<file path="src/rtl/eth_rx_filt_pkg.sv">
package eth_rx_filt_pkg;
    localparam int ADDR_BYTES = 6;
    localparam int ADDR_W     = ADDR_BYTES * 8;
    localparam int LEN_W      = 16;
    localparam int REG_W      = 32;
    localparam int IDX_W      = 3;
    localparam int BCAST_BIT  = 9;
    localparam int MCAST_BIT  = 8;

    localparam logic [REG_W-1:0] MAXLEN_RST   = 32'h0000_0600;
    localparam logic [REG_W-1:0] DONTCARE_RST = 32'h0003_FFFF;
    localparam logic [REG_W-1:0] DROP_RST     = 32'h0000_0000;

    typedef enum logic [IDX_W-1:0] {
        IDX_STA_HI   = 3'd0,
        IDX_STA_LO   = 3'd1,
        IDX_MAXLEN   = 3'd2,
        IDX_DROP     = 3'd3,
        IDX_DONTCARE = 3'd4
    } reg_idx_e;

    typedef enum logic [1:0] {
        CLS_UNICAST = 2'd0,
        CLS_MCAST   = 2'd1,
        CLS_BCAST   = 2'd2
    } dst_class_e;

    typedef struct packed {
        logic [ADDR_W-1:0] station;
        logic [LEN_W-1:0]  max_len;
        logic              bc_drop;
        logic              mc_drop;
        logic              bc_dc;
        logic              mc_dc;
    } filt_cfg_t;

    function automatic dst_class_e classify(input logic [ADDR_W-1:0] dst);
        if (&dst)           return CLS_BCAST;
        else if (dst[ADDR_W-8]) return CLS_MCAST;
        else                return CLS_UNICAST;
    endfunction

    // Group frame rule: override wins over drop enable.
    function automatic logic group_pass(input logic dc, input logic drp);
        return dc | ~drp;
    endfunction
endpackage

</file>
<file path="src/rtl/eth_rx_filt_regs.sv">
module eth_rx_filt_regs
    import eth_rx_filt_pkg::*;
(
    input  logic             clk,
    input  logic             rst,
    input  logic             we,
    input  logic [IDX_W-1:0] idx,
    input  logic [REG_W-1:0] wdata,
    output filt_cfg_t        cfg
);
    logic [REG_W-1:0] sta_hi_q, sta_lo_q, maxlen_q, drop_q, dc_q;

    always_ff @(posedge clk) begin
        if (rst) begin
            sta_hi_q <= '0;
            sta_lo_q <= '0;
            maxlen_q <= MAXLEN_RST;
            drop_q   <= DROP_RST;
            dc_q     <= DONTCARE_RST;
        end else if (we) begin
            case (idx)
                IDX_STA_HI:   sta_hi_q <= wdata;
                IDX_STA_LO:   sta_lo_q <= wdata;
                IDX_MAXLEN:   maxlen_q <= wdata;
                IDX_DROP:     drop_q   <= wdata;
                IDX_DONTCARE: dc_q     <= wdata;
                default: ;
            endcase
        end
    end

    always_comb begin
        cfg.station = {sta_hi_q, sta_lo_q[31:16]};
        cfg.max_len = maxlen_q[LEN_W-1:0];
        cfg.bc_drop = drop_q[BCAST_BIT];
        cfg.mc_drop = drop_q[MCAST_BIT];
        cfg.bc_dc   = dc_q[BCAST_BIT];
        cfg.mc_dc   = dc_q[MCAST_BIT];
    end
endmodule

</file>
<file path="src/rtl/eth_rx_filt_match.sv">
module eth_rx_filt_match
    import eth_rx_filt_pkg::*;
(
    input  logic [ADDR_W-1:0] dst,
    input  logic [ADDR_W-1:0] station,
    output logic              hit
);
    logic [ADDR_BYTES-1:0] byte_eq;
    for (genvar g = 0; g < ADDR_BYTES; g++) begin : g_byte
        assign byte_eq[g] = (dst[g*8 +: 8] == station[g*8 +: 8]);
    end
    assign hit = &byte_eq;
endmodule

</file>
<file path="src/rtl/eth_rx_filt_decide.sv">
module eth_rx_filt_decide
    import eth_rx_filt_pkg::*;
(
    input  logic [ADDR_W-1:0] dst,
    input  logic [LEN_W-1:0]  len,
    input  filt_cfg_t         cfg,
    output logic              pass
);
    dst_class_e cls;
    logic       uc_hit;
    logic       len_ok;

    eth_rx_filt_match u_match (
        .dst     (dst),
        .station (cfg.station),
        .hit     (uc_hit)
    );

    always_comb begin
        cls    = classify(dst);
        len_ok = (len <= cfg.max_len);
        if (!len_ok) pass = 1'b0;
        else begin
            unique case (cls)
                CLS_BCAST: pass = group_pass(cfg.bc_dc, cfg.bc_drop);
                CLS_MCAST: pass = group_pass(cfg.mc_dc, cfg.mc_drop);
                default:   pass = uc_hit;
            endcase
        end
    end
endmodule

</file>
<file path="src/rtl/eth_rx_addr_filter.sv">
module eth_rx_addr_filter
    import eth_rx_filt_pkg::*;
(
    input  logic              clk,
    input  logic              rst,
    input  logic              cfg_we_i,
    input  logic [IDX_W-1:0]  cfg_idx_i,
    input  logic [REG_W-1:0]  cfg_wdata_i,
    input  logic              frm_valid_i,
    input  logic [ADDR_W-1:0] frm_dst_i,
    input  logic [LEN_W-1:0]  frm_len_i,
    output logic              accept_o,
    output logic              drop_o
);
    filt_cfg_t cfg;
    logic      pass;

    eth_rx_filt_regs u_regs (
        .clk   (clk),
        .rst   (rst),
        .we    (cfg_we_i),
        .idx   (cfg_idx_i),
        .wdata (cfg_wdata_i),
        .cfg   (cfg)
    );

    eth_rx_filt_decide u_decide (
        .dst  (frm_dst_i),
        .len  (frm_len_i),
        .cfg  (cfg),
        .pass (pass)
    );

    always_ff @(posedge clk) begin
        if (rst) begin
            accept_o <= 1'b0;
            drop_o   <= 1'b0;
        end else begin
            accept_o <= frm_valid_i & pass;
            drop_o   <= frm_valid_i & ~pass;
        end
    end
endmodule

</file>
<file path="config.mk">
export PLATFORM = sky130hd
export DESIGN_NAME = eth_rx_addr_filter
export DESIGN_NICKNAME = d
export VERILOG_FILES = /design/src/rtl/eth_rx_filt_pkg.sv /design/src/rtl/eth_rx_filt_regs.sv /design/src/rtl/eth_rx_filt_match.sv /design/src/rtl/eth_rx_filt_decide.sv /design/src/rtl/eth_rx_addr_filter.sv
export SDC_FILE = /design/constraint.sdc
export NUM_CORES = 1
export LEC_CHECK = 0
export BUFFER_PORTS_ARGS = -buffer_cell sky130_fd_sc_hd__clkbuf_2
export CAP_MARGIN = 30
export CORE_MARGIN = 2
export CORE_UTILIZATION = 50
export CTS_CLUSTER_DIAMETER = 50
export DETAILED_ROUTE_END_ITERATION = 7
export PLACE_DENSITY_LB_ADDON = 0.1
export REMOVE_ABC_BUFFERS = 1
export SLEW_MARGIN = 0
export SYNTH_ARGS = -nofsm -noshare
export SYNTH_HDL_FRONTEND = slang
export SYNTH_SLANG_ARGS = --single-unit
</file>
<file path="constraint.sdc">
create_clock -name clk -period 2.5 [get_ports clk]
set_input_delay 0.5 -clock clk [delete_from_list [all_inputs] [get_ports clk]]
set_output_delay 0.5 -clock clk [all_outputs]
set_load 0.05 [all_outputs]
</file>
Word-level counts from Yosys, hierarchy flattened --
Index checks and enable logic that the tools add are counted.
Word-level totals: output and inout port bits 2, register bits after elaboration 102, bits of input ports 103
Operators by class: bitwise logic cells 7, equality and inequality tests 12, muxes and demuxes 4, $lt $le $gt $ge 1, reduce and logical (&&, ||, !) cells 8
Operator list (number):
- equality test 8 bit | 6
- AND reduction 48 bit | 1
- <= comparator 16 bit | 1
- AND reduction 2 bit | 5
- equality test 3 x 2 -> 1 bit (second input constant) | 2
- AND reduction 6 bit | 1
- equality test 3 x 1 -> 1 bit (second input constant) | 1
- equality test 3 bit (second input constant) | 1
- zero test 3 bit | 1
- NOT 1 bit | 3
- bitwise AND 1 bit | 2
- equality test 2 x 1 -> 1 bit (second input constant) | 1
- equality test 2 bit (second input constant) | 1
- two-way mux 1 bit | 2
- two-way mux 2 bit | 1
- OR 1 bit | 2
- one-hot mux 1 bit (2 select lines) | 1

Depth between registers and ports, before layout --
Gate-level depths: netlist (run 1).
depth in word-level cells 7, gate-level depth with buffers 7, depth with buffers taken out 7

Modules after synthesis --
Synthesis (run 1) repeated with hierarchy kept, for this count alone.
Second synthesis, totals: cells, all modules 410, area, all modules 3972.6 um^2
By module, submodules not included:
- eth_rx_filt_regs | area an instance 2846.5 um^2, cells each 265, times used 1, seq. area each 1361.3 um^2
- eth_rx_filt_decide | area an instance 540.5 um^2, cells each 77, times used 1, seq. area each 0.0 um^2
- eth_rx_filt_match | area an instance 524.3 um^2, cells each 64, times used 1, seq. area each 0.0 um^2
- eth_rx_addr_filter | area an instance 61.3 um^2, cells each 4, times used 1, seq. area each 40.0 um^2

Worst setup path after synthesis (run 1) --
Ideal clock, no wire load.
path kind in2reg, start in frm_len_i[14], end reg drop_o, setup time 122 ps, slack 427 ps, stages on the path 6, arrival time 1952 ps, cell sequence ha_1 a21oi_2 nand2_1 a221o_1 o31a_1 o311a_1
Between the ends: longest elaborated chain between the ends 4
RTL lines:
- start, declared | RTL line eth_rx_addr_filter.sv:11 | input logic [LEN_W-1:0] frm_len_i,
- <= comparator 16 bit | RTL line eth_rx_filt_decide.sv:21 | len_ok = (len <= cfg.max_len);
- two-way mux 1 bit | RTL line eth_rx_filt_decide.sv:22 | if (!len_ok) pass = 1'b0;
- NOT 1 bit | RTL line eth_rx_addr_filter.sv:40 | drop_o <= frm_valid_i & ~pass;
- bitwise AND 1 bit | RTL line eth_rx_addr_filter.sv:40
- end signal, assigned | RTL line eth_rx_addr_filter.sv:40
- end, declared | RTL line eth_rx_addr_filter.sv:13 | output logic drop_o
No other way between the ends. A chain may end at the register's enable or synchronous reset.

Final worst setup path (run 1) --
start reg u_regs.maxlen_q[7], end reg drop_o
Between the ends: longest elaborated chain between the ends 4
RTL lines:
- start, declared | RTL line eth_rx_filt_regs.sv:11 | logic [REG_W-1:0] sta_hi_q, sta_lo_q, maxlen_q, drop_q, dc_q;
- start signal, assigned | RTL line eth_rx_filt_regs.sv:24 | IDX_MAXLEN: maxlen_q <= wdata;
- <= comparator 16 bit | RTL line eth_rx_filt_decide.sv:21
- two-way mux 1 bit | RTL line eth_rx_filt_decide.sv:22
- NOT 1 bit | RTL line eth_rx_addr_filter.sv:40
- bitwise AND 1 bit | RTL line eth_rx_addr_filter.sv:40
No other way between the ends.

==> impl_metrics.toml, run 1 <==
[yosys]
ys_seq_area_frac = 0.404
yosys-top-cells-area = "dfxtp_1 (40%), nand2_1 (15%), xnor2_1 (12%)"
synth_cells = 442
syn_avg_cell_area_um2 = 7.84
yosysWarnings = 0
synth_top_cell_by_area = "dfxtp_1"
synth_edf_count = 0
synth_cell_types = 31
ys_ff_latch = 70
netlist_top_cells_count = "nand2_1 (135), dfxtp_1 (70), a21oi_1 (67), xnor2_1 (48), nand4_1 (26)"
synth_top_flop_cell = "dfxtp_1"
yosys.area.top_type_share = 0.404
synthArstFlopShare = 0
yosysMostFrequentCell = "nand2_1"
syn_area_mm2 = 0.00347

[timing]
setup_tns_ps = 0
fin_skew_ps = 7.70
fin_crit_ps = 2080
finalCritPeriodShare = 0.834
rsz0062_at_grt = "no"
max_freq_mhz = 480
hold_viol_final = 0
slew_headroom = 0.715
setup_ws_ps = 416
finalSetupViolations = 0
slew_violations = 0
worstMarginPinSlew_ps = 423

[critical_path]
timing.rr.start = "u_regs.maxlen_q[7]"
crit_arrival_ps = 2320
cp_data_required_time_ps = 2730
critPathLaunchType = "flop"
cp-end-kind = "flop"
reg2reg_slack_ps = 420
reg2regPathDepth = 7
crit_type = "reg -> reg"
reg2reg_to = "drop_o"
worst-path-max-fanout = 2

[route]
finalWirelength_mm = 9.30
wire_per_inst_um = 14.8
drcViolationCount = 0
vias = 3323
ant_nets = 0
drtPass1Iterations = 4
drt_iter0_drc = 196
viasPerCell = 5.27

[power_and_ir_drop]
max-vdd-ir-drop_mv = 0.454
power.density_mw_per_mm2 = 573
p_leak_uw = 0.00165

[floorplanning]
die_width_um = 87.3
die_area_mm2 = 0.00761
fp.coreArea_mm2 = 0.00676
initial_core_util = 0.513
rows = 30
die_y_um = 87.3
ios = 105

[global_routing]
antenna_found_initial = 0
grt_pass1_vias = 3098
grt_usage = 0.254
grt_pass1_wl_mm = 14.8
grt_max_degree = 33
gr-total-overflow = 0

[worst_hold_path]
hold_start = "cfg_wdata_i[24]"
worstHoldEndpoint = "u_regs.sta_hi_q[24]"
hold_class = "in -> reg"
hold_depth = 3

[finish]
drive_above_1_share = 0.235
antenna_cells = 0
nNetsFinal = 664
utilization = 0.634
fin_cells = 630
ff_latch_area_mm2 = 0.00140
stdcell_area_mm2 = 0.00428
syn2layout_area_growth_pct = 23.5
fill_cells = 637
multiInputGateArea_mm2 = 0.00192

[place]
place_area_mm2 = 0.00407
place_congestion = 0.960
dp.cells = 614
dp_hpwl_mm = 7.25
port_buffers = 104
pre_cts_slack_ps = 218

[clocking]
htree_levels = 3
clock-root-buffer = "clkbuf_8"
post_cts_resized = 0
cts_hold_buf = 0
cts.path.max_buffers = 2
clk_pin_slew_worst_paths_ps = 80
clk_latency_ps = 350
post_cts_buffers = 0
cts_tree = "done"
cts_sinks = 70
cts_buffers = 9

[run_status]
status = "completed"

[job]
maxCapViolCount = 0
-- cell families (layout without fill, tap and decap cells) --
group | Yosys count | in the layout | share of synthesized area
compound gates | 78 | 78 | 0.122
xor+xnor | 48 | 48 | 0.121
fa+ha+maj | 16 | 16 | 0.0578
buf+inv | 37 | 145 | 0.0412
flops | 70 | 70 | 0.404
mux | 5 | 5 | 0.0144
simple gates | 188 | 188 | 0.239
-- sequential cells by signal (all words and copies together), names as in the netlist --
register         flops
u_regs.drop_q        2
u_regs.sta_hi_q     32
u_regs.dc_q          2
u_regs.maxlen_q     16
u_regs.sta_lo_q     16
accept_o             1
drop_o               1
-- how the worst max path moves through the flow --
stage,from,to,slack [ps],cells past startpoint
3_3_place_gp,frm_len_i[5],drop_o,230,7
3_5_place_dp,frm_len_i[7],drop_o,220,7
4_1_cts,u_regs.maxlen_q[7],drop_o,430,7
2_1_floorplan,frm_len_i[14],drop_o,430,6
6_report,u_regs.maxlen_q[7],drop_o,420,7
5_1_grt,u_regs.maxlen_q[5],drop_o,300,7
-- layout make-up --
cell class                 instances  share of cell area
timing repair buffer             112               0.136
clock inverter                     6              0.0202
sequential                        70               0.327
inverter                          17              0.0149
tap                               80              0.0234
multi-input combinational        335               0.449
clock buffer                      10              0.0298
-- layout by cell type, fill, tap and decap left out, types with 8 or more instances in the layout --
cell type,Yosys,routed
a21oi_1,67,67
inv_1,17,17
clkbuf_2,0,104
buf_4,0,8
dfxtp_1,70,70
clkbuf_8,0,9
nand2_1,135,135
nor4_1,8,8
ha_1,16,16
xnor2_1,48,48
nand4_1,26,26
-- power breakdown --
group	leakage [uW]	switching, uW	internal (uW)
Clock	0.000106	427	560
Combinational	0.000981	167	143
Sequential	0.000567	15.6	1140
-- critical path, stage by stage (launching register included) --
cell     delay, ps
dfxtp_1        340
inv_1           50
ha_1           280
a21oi_1        140
o21ai_0        120
a221o_1        350
o31a_1         340
o311a_1        350
-- through the flow --
step | hold slack (ps) | power (uW)
after CTS | 363 | 2470
after global routing | 366 | 2560
final | 377 | 2450
after floorplan | 430 | 1310
after detailed placement | 450 | 1490
after global placement | 444 | 1480
-- layer usage --
metal | GRT usage | vias to the layer above | part of all wire
met3 | 0.0720 | 9 | 0.062
met2 | 0.388 | 98 | 0.45
met5 | 0 | - | 0
li1 | - | 1695 | -
met1 | 0.354 | 1521 | 0.47
met4 | 0.0643 | 0 | 0.010
Note: power is estimated with default switching activity, not from simulation.
==> run 2, diff against run 1 <==
--- a/config.mk
+++ b/config.mk
@@ -5,6 +5,7 @@
 export SDC_FILE = /design/constraint.sdc
 export NUM_CORES = 1
 export LEC_CHECK = 0
+export ABC_AREA = 1
 export BUFFER_PORTS_ARGS = -buffer_cell sky130_fd_sc_hd__clkbuf_2
 export CAP_MARGIN = 30
 export CORE_MARGIN = 2
==> constraint.sdc (replaced) <==
create_clock -name clk -period 1.99 [get_ports clk]
set_input_delay 0.398 -clock clk [delete_from_list [all_inputs] [get_ports clk]]
set_output_delay 0.398 -clock clk [all_outputs]
set_load 0.05 [all_outputs]
==> impl_metrics.toml, run 2 <==
[yosys]
synth_edf_count = 0
syn_area_mm2 = 0.00374
synthAdderAreaFrac = 0.0536
yosys-mux-area-fraction = 0
synthArstFlopShare = 0
yosysWarnings = 0
synth_cell_types = 28
synth_top_cell_by_area = "dfxtp_1"
yosys.area.top_type_share = 0.375
synth_top_family_by_area = "simple AND/OR/NAND/NOR gates"
ys_ff_latch = 70
yosysMostFrequentCell = "nor2_1"
synth-xor-area-share = 0.0797
synth_top_flop_cell = "dfxtp_1"
synth_cells = 534
synthSimpleGateAreaFrac = 0.256
synth-compound-area-share = 0.145
yosys-top-cells-area = "dfxtp_1 (37%), nor2_1 (9.8%), nand2_1 (9.6%)"
syn_avg_cell_area_um2 = 7.00
ys_seq_area_frac = 0.375
netlist_top_cells_count = "nor2_1 (98), nand2_1 (96), dfxtp_1 (70), inv_1 (60), o21ai_0 (56)"

[finish]
largest_reg_flops = 32
antenna_cells = 0
nNetsFinal = 756
reg_top3 = "u_regs.sta_hi_q (32), u_regs.maxlen_q (16), u_regs.sta_lo_q (16)"
regMostFlops = "u_regs.sta_hi_q"
syn2layout_area_growth_pct = 20.7
drive_above_1_share = 0.213
final_cell_mix = "clkbuf_2 (104), nor2_1 (98), nand2_1 (96), dfxtp_1 (70), inv_1 (60)"
final_common_cell = "clkbuf_2"
fill_cells = 710

[timing]
hold_viol_final = 0
rsz0062_at_grt = "no"
fin_crit_ps = 1490
finalSetupViolations = 0
finalCritPeriodShare = 0.748
max_freq_mhz = 671
worstMarginPinSlew_ps = 420
slew_violations = 0
setup_ws_ps = 501
slew_headroom = 0.719
setup_tns_ps = 0
fin_skew_ps = 4.46

[global_routing]
grt_usage = 0.237
met2_usage = 0.375
grt_busiest_layer = "met2"
antenna_found_initial = 0
grt_pass1_vias = 3482
met3_usage = 0.0459
gr-total-overflow = 0
grt_pass1_wl_mm = 15.6
grt_use_met1 = 0.320
grt_max_degree = 70

[job]
maxCapViolCount = 0

[route]
ant_nets = 0
finalWirelength_mm = 9.32
viasPerCell = 4.87
drt_iter0_drc = 124
drtPass1Iterations = 4
vias = 3599
drcViolationCount = 0
wire_per_inst_um = 12.6

[clocking]
cts_tree = "done"
clk_pin_slew_worst_paths_ps = 70
post_cts_buffers = 0
post_cts_resized = 0
clk_latency_ps = 340
clock-root-buffer = "clkbuf_8"
cts_buffers = 9
cts.path.max_buffers = 2
htree_levels = 3
cts_hold_buf = 0
cts_sinks = 70

[floorplanning]
fp.coreArea_mm2 = 0.00725
die_width_um = 90.5
die_area_mm2 = 0.00818
initial_core_util = 0.515
rows = 31
ios = 105
die_y_um = 90.5

[critical_path]
path_common_cell = "nand2_1"
crit_arrival_ps = 1730
cp_data_required_time_ps = 2230
timing.rr.start = "u_regs.maxlen_q[5]"
crit_type = "reg -> reg"
worst-path-max-fanout = 2
crit_path_top_delay_cell = "dfxtp_1"
slowest_delay_ps = 320
startpoint = "u_regs.maxlen_q[5]"
cp-end-kind = "flop"
critPathLaunchType = "flop"
path_cells = "inv_1 -> ha_1 -> a21oi_1 -> nor2_1 -> nor3_1 -> nand2_1 -> nand2_1 -> nand2_1 -> nand2_1 -> nand3_2 -> nand2_1 -> inv_1"

[power_and_ir_drop]
p_leak_uw = 0.00208
power.density_mw_per_mm2 = 662
max-vdd-ir-drop_mv = 0.354

[place]
port_buffers = 104
pre_cts_slack_ps = 371
place_congestion = 0.873
dp_hpwl_mm = 7.31

[worst_hold_path]
hold_start = "cfg_wdata_i[17]"
hold_class = "in -> reg"

[run_status]
status = "completed"
[run 2: logic make-up after synthesis]
kind of cell	after synthesis
AOI/OAI and AO/OA	105
xor gates and xnor gates	34
adders and majority gates	16
buffers and inverters	81
DFF	70
and+or+nand+nor	228
[run 2: critical path: cells and delay by family (launching register included)]
kind / cells / cell delay [ps]
adders and majority gates: 1 / 280
buffers and inverters: 2 / 80
and+or+nand+nor: 8 / 570
DFF: 1 / 320
AOI/OAI and AO/OA: 1 / 140
[run 2: cell type report]
class,count,area [um2],share of cell area
clock inverter,1,5.00,0.00111
clock buffer,13,169,0.0374
timing repair buffer,110,578,0.128
tap,99,124,0.0275
inverter,63,236,0.0524
multi-input combinational,383,2000,0.443
sequential,70,1400,0.311
[run 2: path summary, 6_finish.rpt]
path	endpoint	slack, ps	cells past startpoint
hold reg to reg	u_regs.drop_q[8]	450	2
setup / recovery	drop_o	500	12
setup reg to reg	drop_o	500	12
hold / removal	u_regs.sta_lo_q[17]	290	3
[run 2: stage by stage]
step / std cells / instance area, um2 / util / hold slack [ps] / power (uW)
floorplan: 516 / 3640 / - / 424 / 1760
global placement: 725 / 4340 / 0.598 / 430 / 1970
detailed placement: 725 / 4340 / 0.598 / 437 / 1980
CTS: 739 / 4510 / 0.622 / 280 / 3010
global route: 739 / 4510 / 0.622 / 287 / 3140
finish: 739 / 4510 / 0.622 / 293 / 2990
[run 2: where the power goes]
group / switching [uW] / total, uW / internal (uW)
Sequential: 25.1 / 1480 / 1450
Clock: 501 / 1040 / 540
Combinational: 261 / 471 / 211
[run 2: layer usage]
layer	wire length [um]	part of all wire
met1	4320	0.46
met2	4370	0.47
met3	502	0.054
met4	134	0.014
met5	0	0
==> run 3, diff against run 2 <==
--- a/config.mk
+++ b/config.mk
@@ -5,11 +5,11 @@
 export SDC_FILE = /design/constraint.sdc
 export NUM_CORES = 1
 export LEC_CHECK = 0
-export ABC_AREA = 1
+export ABC_AREA = 0
 export BUFFER_PORTS_ARGS = -buffer_cell sky130_fd_sc_hd__clkbuf_2
 export CAP_MARGIN = 30
 export CORE_MARGIN = 2
-export CORE_UTILIZATION = 50
+export CORE_UTILIZATION = 46
 export CTS_CLUSTER_DIAMETER = 50
 export DETAILED_ROUTE_END_ITERATION = 7
 export PLACE_DENSITY_LB_ADDON = 0.1
==> constraint.sdc (replaced) <==
create_clock -name clk -period 1.3 [get_ports clk]
set_input_delay 0.26 -clock clk [delete_from_list [all_inputs] [get_ports clk]]
set_output_delay 0.26 -clock clk [all_outputs]
set_load 0.05 [all_outputs]
==> impl_metrics.toml, run 3 (synthesis gave the netlist of run 1 again) <==
[run_status]
status = "finished with violations"
failed_checks = "negative setup slack"

[timing]
rsz0062_at_grt = "yes"
holdWs_ps = 135
fin_skew_ps = 4.31
finalCritPeriodShare = 1.42
slew_violations = 0
max_freq_mhz = 540
slew_headroom = 0.730
worstMarginPinSlew_ps = 402
hold_viol_final = 0
setup_tns_ps = -1050
fin_crit_ps = 1850
setup_ws_ps = -552
finalSetupViolations = 2

[global_routing]
grt_pass1_wl_mm = 16.1
grt_max_degree = 50
grt_usage = 0.245
grt_pass1_vias = 3364
antenna_found_initial = 0
gr-total-overflow = 0

[place]
port_buffers = 104
place_congestion = 0.882
dp_hpwl_mm = 7.59
place_area_mm2 = 0.00426

[critical_path]
crit_type = "reg -> reg"
slowest_delay_ps = 340
reg2reg_to = "drop_o"
crit_path_top_delay_cell = "a221o_1"
critPathLaunchType = "flop"
path_cells = "inv_2 -> ha_4 -> nand4_1 -> nor2_1 -> a221o_1 -> o31a_1 -> o311a_1"
cp_data_required_time_ps = 1540
reg2reg_slack_ps = -550
timing.rr.start = "u_regs.maxlen_q[9]"
cp-end-kind = "flop"
crit_arrival_ps = 2090
reg2regPathDepth = 7
worst-path-max-fanout = 2

[route]
finalWirelength_mm = 9.91
vias = 3417
ant_nets = 0
drtPass1Iterations = 4
route.met3.wl_um = 638
highest_layer = "met4"
dr_wl_met2_mm = 4.73
viasPerCell = 5.15
wire_per_inst_um = 14.9
wl_met1_mm = 4.42
drt_iter0_drc = 137
drcViolationCount = 0

[clocking]
cts_hold_buf = 0
cts_buffers = 9
clk_latency_ps = 350
clk_pin_slew_worst_paths_ps = 80
cts_tree = "done"
cts.path.max_buffers = 2
post_cts_buffers = 0
htree_levels = 3
clock-root-buffer = "clkbuf_8"
cts_sinks = 70

[worst_hold_path]
hold_start = "cfg_wdata_i[16]"
hold_depth = 3
worstHoldEndpoint = "u_regs.sta_hi_q[16]"
hold_class = "in -> reg"

[finish]
regMostFlops = "u_regs.sta_hi_q"
ff_latch_area_mm2 = 0.00141
reg_top3 = "u_regs.sta_hi_q (32), u_regs.maxlen_q (16), u_regs.sta_lo_q (16)"
antenna_cells = 0
syn2layout_area_growth_pct = 34.6
multiInputGateArea_mm2 = 0.00207
utilization = 0.640
nNetsFinal = 678
largest_reg_flops = 32
final_common_cell = "nand2_1"
fill_cells = 720
final_cell_mix = "nand2_1 (135), clkbuf_2 (104), a21oi_1 (67), dfxtp_1 (60), xnor2_1 (48)"
drive_above_1_share = 0.307
stdcell_area_mm2 = 0.00467

[floorplanning]
die_area_mm2 = 0.00824
fp.coreArea_mm2 = 0.00729
initial_core_util = 0.475
die_y_um = 90.8
rows = 31
die_width_um = 90.8
ios = 105

[power_and_ir_drop]
clkPwrFrac = 0.428
power_uw = 5090
comb_power_share = 0.135
p_leak_uw = 0.00177
power.internal_uw = 3850
power_switching_uw = 1230
p_sw_frac = 0.242
power.density_mw_per_mm2 = 1090
power_frac_seq = 0.437
max-vdd-ir-drop_mv = 0.670

[job]
maxCapViolCount = 0
-- run 3: per-stage QoR --
stage	setup WS, ps	instances
after floorplan	-602	422
after global placement	-715	647
after detailed placement	-775	647
after CTS	-534	663
after global routing	-633	663
final	-552	663
-- run 3: repair_timing --
item / CTS / global route
gates resized for setup: 26 / 7
pin swaps: 13 / 3
setup endpoints to repair: 2 / 2
-- run 3: how the worst max path moves through the flow --
| stage | slack [ps] | startpoint | to |
|---|---|---|---|
| 6_report | -550 | u_regs.maxlen_q[9] | drop_o |
| 5_1_grt | -630 | u_regs.maxlen_q[12] | accept_o |
| 4_1_cts | -530 | u_regs.maxlen_q[8] | drop_o |
| 3_5_place_dp | -770 | frm_len_i[5] | drop_o |
| 3_3_place_gp | -720 | frm_len_i[5] | drop_o |
| 2_1_floorplan | -600 | u_regs.maxlen_q[14] | drop_o |
-- run 3: layer usage --
metal,GRT usage,vias up
met3,0.0593,10
met1,0.325,1574
li1,-,1723
met5,0,-
met2,0.409,110
met4,0.0480,0
-- run 3: final cells by class --
cell class              count  share of cell area
clock buffers              11              0.0303
clock inverters             5              0.0228
inverters                  17              0.0137
multi-input cells         335               0.443
flip-flops and latches     70               0.303
well taps                  99              0.0265
repair buffers            126               0.160
-- run 3: power groups by stage --
stage                     Sequential, uW  Clock, uW  Combinational, uW
after floorplan                     2270          0                256
after global placement              2270          0                632
after detailed placement            2270          0                643
after CTS                           2220       2190                680
after global routing                2230       2290                751
final                               2220       2180                685
-- run 3: worst max-delay path, delay by kind of cell, from the launching register on --
| family | cells | cell delay (ps) |
|---|---|---|
| compound gates | 3 | 890 |
| flops | 1 | 320 |
| simple gates | 2 | 260 |
| fa+ha+maj | 1 | 190 |
| buf+inv | 1 | 70 |
